**src/rtl/pcu_pkg.sv**
```systemverilog
package pcu_pkg;
  localparam int PCU_ADDR_W = 13;
  localparam int PCU_LOW_W  = 8;
  localparam int PCU_LIT_W  = 11;
  localparam int PCU_VECTOR = 4;

  typedef enum logic [2:0] {
    SRC_HOLD  = 3'd0,
    SRC_STEP  = 3'd1,
    SRC_LOW   = 3'd2,
    SRC_JUMP  = 3'd3,
    SRC_RET   = 3'd4,
    SRC_IRQ   = 3'd5,
    SRC_RESET = 3'd6
  } load_src_e;
endpackage

```
**src/rtl/pcu_page_latch.sv**
```systemverilog
module pcu_page_latch #(
  parameter int PAGE_W = 5
) (
  input  logic              clk,
  input  logic              rst_n,
  input  logic              we,
  input  logic [PAGE_W-1:0] din,
  output logic [PAGE_W-1:0] q
);
  always_ff @(posedge clk) begin
    if (!rst_n)  q <= '0;
    else if (we) q <= din;
  end
endmodule

```
**src/rtl/pcu_load_arbiter.sv**
```systemverilog
module pcu_load_arbiter
  import pcu_pkg::*;
(
  input  logic      rst_n,
  input  logic      irq_take,
  input  logic      ret_en,
  input  logic      jump_en,
  input  logic      low_we,
  input  logic      step_en,
  output load_src_e src
);
  // Fixed priority: the first true term wins.
  always_comb begin
    if (!rst_n)        src = SRC_RESET;
    else if (irq_take) src = SRC_IRQ;
    else if (ret_en)   src = SRC_RET;
    else if (jump_en)  src = SRC_JUMP;
    else if (low_we)   src = SRC_LOW;
    else if (step_en)  src = SRC_STEP;
    else               src = SRC_HOLD;
  end
endmodule

```
**src/rtl/pcu_addr_mux.sv**
```systemverilog
module pcu_addr_mux
  import pcu_pkg::*;
#(
  parameter int ADDR_W = 13,
  parameter int LOW_W  = 8,
  parameter int LIT_W  = 11,
  parameter int VECTOR = 4
) (
  input  load_src_e                src,
  input  logic [ADDR_W-1:0]        cur,
  input  logic [ADDR_W-LOW_W-1:0]  page,
  input  logic [ADDR_W-1:0]        ret_addr,
  input  logic [LIT_W-1:0]         lit,
  input  logic [LOW_W-1:0]         alu_byte,
  output logic [ADDR_W-1:0]        seq_addr,
  output logic [ADDR_W-1:0]        nxt
);
  localparam int PAGE_W = ADDR_W - LOW_W;
  localparam int HI_W   = ADDR_W - LIT_W;

  logic [ADDR_W-1:0] low_target;
  logic [ADDR_W-1:0] jump_target;

  assign seq_addr   = cur + ADDR_W'(1);
  assign low_target = {page, alu_byte};

  // A jump takes only the top HI_W page bits.
  generate
    if (HI_W > 0) begin : g_paged_jump
      assign jump_target = {page[PAGE_W-1 -: HI_W], lit};
    end else begin : g_flat_jump
      assign jump_target = lit[ADDR_W-1:0];
    end
  endgenerate

  always_comb begin
    unique case (src)
      SRC_RESET: nxt = '0;
      SRC_IRQ:   nxt = ADDR_W'(VECTOR);
      SRC_RET:   nxt = ret_addr;
      SRC_JUMP:  nxt = jump_target;
      SRC_LOW:   nxt = low_target;
      SRC_STEP:  nxt = seq_addr;
      default:   nxt = cur;
    endcase
  end
endmodule

```
**src/rtl/pcu_top.sv**
```systemverilog
module pcu_top
  import pcu_pkg::*;
#(
  parameter int ADDR_W = PCU_ADDR_W,
  parameter int LOW_W  = PCU_LOW_W,
  parameter int LIT_W  = PCU_LIT_W,
  parameter int VECTOR = PCU_VECTOR
) (
  input  logic                     clk,
  input  logic                     rst_n,
  input  logic                     page_we,
  input  logic [ADDR_W-LOW_W-1:0]  page_din,
  input  logic                     irq_take,
  input  logic                     ret_en,
  input  logic [ADDR_W-1:0]        ret_addr,
  input  logic                     jump_en,
  input  logic [LIT_W-1:0]         jump_lit,
  input  logic                     low_we,
  input  logic [LOW_W-1:0]         alu_byte,
  input  logic                     step_en,
  output logic [ADDR_W-1:0]        pc,
  output logic [LOW_W-1:0]         pc_low,
  output logic [ADDR_W-1:0]        push_addr,
  output logic [ADDR_W-LOW_W-1:0]  page_q
);
  localparam int PAGE_W = ADDR_W - LOW_W;

  load_src_e         src;
  logic [ADDR_W-1:0] pc_nxt;
  logic [ADDR_W-1:0] seq_addr;

  pcu_page_latch #(.PAGE_W(PAGE_W)) u_page (
    .clk (clk),
    .rst_n (rst_n),
    .we (page_we),
    .din (page_din),
    .q (page_q)
  );

  pcu_load_arbiter u_arb (
    .rst_n (rst_n),
    .irq_take (irq_take),
    .ret_en (ret_en),
    .jump_en (jump_en),
    .low_we (low_we),
    .step_en (step_en),
    .src (src)
  );

  pcu_addr_mux #(
    .ADDR_W(ADDR_W), .LOW_W(LOW_W), .LIT_W(LIT_W), .VECTOR(VECTOR)
  ) u_mux (
    .src (src),
    .cur (pc),
    .page (page_q),
    .ret_addr (ret_addr),
    .lit (jump_lit),
    .alu_byte (alu_byte),
    .seq_addr (seq_addr),
    .nxt (pc_nxt)
  );

  always_ff @(posedge clk) pc <= pc_nxt;

  assign pc_low    = pc[LOW_W-1:0];
  assign push_addr = seq_addr;
endmodule

```
**config.mk**
```make
export PLATFORM = sky130hd
export DESIGN_NAME = pcu_top
export DESIGN_NICKNAME = d
export VERILOG_FILES = /design/src/rtl/pcu_pkg.sv /design/src/rtl/pcu_page_latch.sv /design/src/rtl/pcu_load_arbiter.sv /design/src/rtl/pcu_addr_mux.sv /design/src/rtl/pcu_top.sv
export SDC_FILE = /design/constraint.sdc
export NUM_CORES = 1
export LEC_CHECK = 0
export BUFFER_PORTS_ARGS = -buffer_cell sky130_fd_sc_hd__buf_2
export CORE_MARGIN = 5
export CORE_UTILIZATION = 44
export DETAILED_ROUTE_END_ITERATION = 7
export PLACE_DENSITY_LB_ADDON = 0.05
export SLEW_MARGIN = 5
export SYNTH_ARGS = -nofsm -noshare
export SYNTH_HDL_FRONTEND = slang
export SYNTH_SLANG_ARGS = --single-unit
```
**constraint.sdc**
```tcl
create_clock -name clk -period 4.2 [get_ports clk]
set_clock_uncertainty 0.2 [all_clocks]
set_input_delay 0.84 -clock clk [delete_from_list [all_inputs] [get_ports clk]]
set_output_delay 0.84 -clock clk [all_outputs]
set_load 0.02 [all_outputs]
```
Yosys cells after proc, flatten, opt, wreduce, memory -nomap -nowiden --
Cells that the tools add are included.
Operators by class: add/subtract/negate cells 1, multipliers 0, div/mod/pow operators 0, magnitude comparators 0, eq/ne operators 6, shifts and indexed selects 0, muxes and demuxes 7, bitwise logic cells 0, reductions and logical operators 1
Operators with widths (count):
- one-hot mux 13 bit (6 select lines) | 1
- two-way mux 3 bit | 5
- adder 13 x 1 -> 13 bit, second input constant | 1
- == test 3 bit, second input constant | 3
- == test 3 x 2 -> 1 bit, second input constant | 2
- nonzero test 6 bit | 1
- == test 3 x 1 -> 1 bit, second input constant | 1
- two-way mux 1 bit | 1
Storage, ports and cells: register bits after elaboration 18, latch bits 0, RAM bits 0, bits in read-only memories 0, bits of input ports 45, output and inout port bits 39, word-level logic and storage cells 17, memories 0

Depth between registers and ports, before layout --
depth in word-level cells 8, mapped depth 5, depth with buffers taken out 5

Hierarchy --
From an unflattened synthesis, not the netlist that was laid out.
Unflattened totals: cells, all modules 197, area, all modules 1571.5 um2
By module, submodules not included:
- pcu_addr_mux | times used 1, cells each 153, area each 1016.0 um2, sequential area each 0.0 um2
- pcu_top | times used 1, cells each 21, area each 320.3 um2, sequential area each 260.2 um2
- pcu_page_latch | times used 1, cells each 16, area each 192.7 um2, sequential area each 100.1 um2
- pcu_load_arbiter | times used 1, cells each 7, area each 42.5 um2, sequential area each 0.0 um2

Worst setup path after synthesis --
Ideal clock, no wire load.
path type register -> output, start point reg pc[0], end point out push_addr[8], arrival 1.536 ns, required time 3.160 ns, setup slack 1.624 ns, stages on the path, launching flop included 5, path buffers 0, cell sequence edfxtp_1 ha_1 and4_4 nand4_1 xnor2_1
On the way: cells in the longest elaborated chain, start to end 1
Ends and longest elaborated chain:
- start: declaration | RTL line pcu_top.sv:21 | output logic [ADDR_W-1:0] pc,
- start signal: assignment | RTL line pcu_top.sv:63 | always_ff @(posedge clk) pc <= pc_nxt;
- adder 13 x 1 -> 13 bit | RTL line pcu_addr_mux.sv:24 | assign seq_addr = cur + ADDR_W'(1);
- end: declaration | RTL line pcu_top.sv:23 | output logic [ADDR_W-1:0] push_addr,
Every way passes these cells.

Final worst setup path --
start point reg pc[0], end point out push_addr[12]
Same word-level chain as after synthesis.

==> summary.md <==
| Metric | Value |
|---|---|
| Outcome | finished clean |
| PostCTS Resize Cnt | 0 |
| Final setup viols | 0 |
| Chip Width | 62.76 um |
| Max clock buf depth | 2 |
| Fin Hold WS | 351.9 ps |
| Vias in the first global route | 1256 |
| Required @ worst endpoint | 3160 ps |
| H-Tree Depth | 1 |
| Mux cell area share after synthesis | 0.04086 |
| First-pass GRT wire length | 5.713 mm |
| Comb pwr share | 0.270 |
| Fin nets | 236 |
| Final Max Tran Viols | 0 |
| Core area | 2710 um^2 |
| Final worst-path cycle share | 0.6706 |
| Slew margin rel. | 0.3447 |
| Buffers on Ports | 83 |
| Layout cells sized above 1 | 0.4868 |
| Largest cells by area after synthesis | edfxtp_1 (32%), a221o_1 (9.8%), dfxtp_1 (8.2%), a22oi_1 (7.4%), xnor2_1 (7.2%) |
| Mapped Cells | 117 |
| Initial Util | 0.4520 |
| Crit-path max FO | 6 |
| Vias | 1197 |
| Initial antenna violation count | 0 |
| Crit end category | output pin |
| Post-CTS Setup Inserts | 0 |
| Crit path time final | 2816 ps |
| Avg Cell Area, Syn | 10.47 um^2 |
| ANT cells | 0 |
| Critical path launch point type | flop |
| Adder-cell share of the synthesized area | 0.01021 |
| CTS tree | done |
| Count of unique library cells instantiated by Yosys | 27 |
| Wire length per cell | 15.85 um |
| Fmax achieved | 0.3551 GHz |
| IO Count | 84 |
| Largest net degree at the start of global routing | 17 |
| Cell Count, Final, Fillers Out | 220 |
| Fillers | 276 |
| RePlAce Congestion | 0.7868 |
| Root Buffer Master | clkbuf_4 |
| Final antenna-violating net count | 0 |
| Reg power frac | 0.519 |
| Power Density | 255.7 nW/um^2 |
| Warnings, synthesis | 0 |
| Sink Count | 18 |
| Floorplan row count | 19 |
| Area of the multi-input gates | 626.9 um^2 |
| Dpl hpwl | 2.824 mm |
| Largest family of logic cells by synthesized area | simple AND/OR/NAND/NOR gates |
| Share of the synthesized area in the top cell type | 0.3187 |
| Worst-margin pin slew | 980.4 ps |
| Final hold violation count | 0 |
| Xor/xnor share of the synthesized area | 0.07865 |
| Crit path arrival time | 1780 ps |
| Total CTS buffers | 3 |
| FF+latch area | 490.5 um^2 |
| Compound-Gate Fraction of Synth Area | 0.1757 |
| Post-Syn Area | 1225 um^2 |
| TritonRoute pass-1 iters | 4 |
| Synth area leader | edfxtp_1 |
| Vias per std cell | 5.441 |
| Clock power frac | 0.211 |
| Total net switching power | 125.3 uW |
| Worst Hold Class | reg -> reg |
| Worst skew pair latency | 280 ps |
| Maximum vdd drop | 0.1695 mV |
| CP Class | reg -> out |
| Switching share of total power | 0.3060 |
| Die Ht | 62.76 um |
| Total Wirelength | 3.486 mm |
| Post-CTS Hold Buffers | 0 |
| Layout Utilization | 0.5910 |
| Leakage | 0.0007995 uW |
| Sequential share of the synthesized area | 0.4004 |
| Tot GR Track Use | 0.1781 |
| Setup TNS | 0 ps |
| Max Cap Viol | 0 |
| # DRC | 0 |
| Simple-Gate Fraction of Synth Area | 0.2063 |
| RSZ-0062 raised after global routing | false |
| Syn Nets | 163 |
| Total gr overflow | 0 |
| #FFs+latches synth | 18 |
| Area Overhead vs Synth | 30.75% |
| Int Power | 284.2 uW |
| Die ar. | 3939 um^2 |
| Initial DRC Count | 48 |
| Clock-pin transition on the worst setup and hold timing paths | 100 ps |
| Post-placement cell count | 216 |
| Overall power | 409.6 uW |
metrics by stage:
step,cell area [um^2],setup WS (ps)
floorplan,1225,1624
global placement,1575,1388
detailed placement,1575,1337
CTS,1602,1361
global route,1602,1226
finish,1602,1384
cells by family (layout without fill, tap and decap cells):
kind of cell	count (synthesis)	in the layout
and+or+nand+nor	41	41
xor gates and xnor gates	11	11
buffers and inverters	16	88
DFF	18	18
adders and majority gates	1	1
AOI/OAI and AO/OA	25	25
muxes	5	5
Yosys cell counts, drive strengths merged:
cell type / number
a221o: 12
and3: 3
nor2: 10
nand3b: 1
buf: 12
edfxtp: 13
and4: 3
clkbuf: 3
dfxtp: 5
xor2: 1
nand3: 4
nand2b: 1
nand2: 4
nor4b: 1
a22oi: 12
xnor2: 10
inv: 1
ha: 1
o21ai: 1
nor2b: 8
and2: 1
mux2i: 5
nand4: 4
nor3b: 1
layout by cell type (no fill, tap or decap):
master / synthesis / routed
inv_1: 1 / 1
nand2b_1: 1 / 1
xnor2_1: 10 / 10
and3_1: 2 / 2
nand4_1: 4 / 4
nand2_1: 4 / 4
edfxtp_1: 13 / 13
and4_4: 3 / 3
nor2_1: 10 / 10
xor2_1: 1 / 1
a22oi_1: 12 / 12
mux2i_1: 5 / 5
nand3b_1: 1 / 1
nand3_1: 4 / 4
clkbuf_4: 0 / 3
dfxtp_1: 5 / 5
and2_1: 1 / 1
and3_4: 1 / 1
a221o_1: 12 / 12
o21ai_1: 1 / 1
nor4b_2: 1 / 1
buf_2: 2 / 83
nor3b_2: 1 / 1
nor2b_1: 8 / 8
clkbuf_1: 3 / 1
ha_1: 1 / 1
critical path: stages, from the launching register on:
cell and delay, ps:
edfxtp_1 440, ha_1 250, and4_4 270, nand4_1 110, xnor2_1 220, buf_2 210
sequential cells by signal, indices dropped and copies added, names as in the netlist:
register	flops
pc	13
u_page.q	5
power by group through the flow:
stage	logic, uW	clock network [uW]	registers [uW]
2_1_floorplan	58.0	0	226
3_3_place_gp	110	0	216
3_5_place_dp	112	0	217
4_1_cts	112	90.9	213
5_1_grt	120	99.0	216
6_report	111	86.5	213
area by class of cell:
| class | count | area share |
|---|---|---|
| multi-input cells | 83 | 0.3914 |
| flip-flops and latches | 18 | 0.3062 |
| repair buffers | 83 | 0.2594 |
| well taps | 31 | 0.02422 |
| clock buffers | 4 | 0.01641 |
| inverters | 1 | 0.002344 |
routing by layer:
metal / part of all wire / wire length, um / track usage / up-vias
li1: - / - / - / 587
met1: 0.38 / 1340 / 0.2045 / 553
met2: 0.52 / 1813 / 0.3264 / 55
met3: 0.090 / 314 / 0.04676 / 2
met4: 0.0055 / 19 / 0.03979 / 0
met5: 0 / 0 / 0 / -
worst paths after layout:
check	start	to	slack, ps	cells after the start
worst max-delay path	pc[0]	push_addr[12]	1380	5
worst max register to register	pc[0]	pc[12]	2190	5
worst min-delay path	u_page.q[1]	u_page.q[1]	350	2
worst min register to register	u_page.q[1]	u_page.q[1]	350	2
No activity file was read; power rests on OpenSTA's default activity.
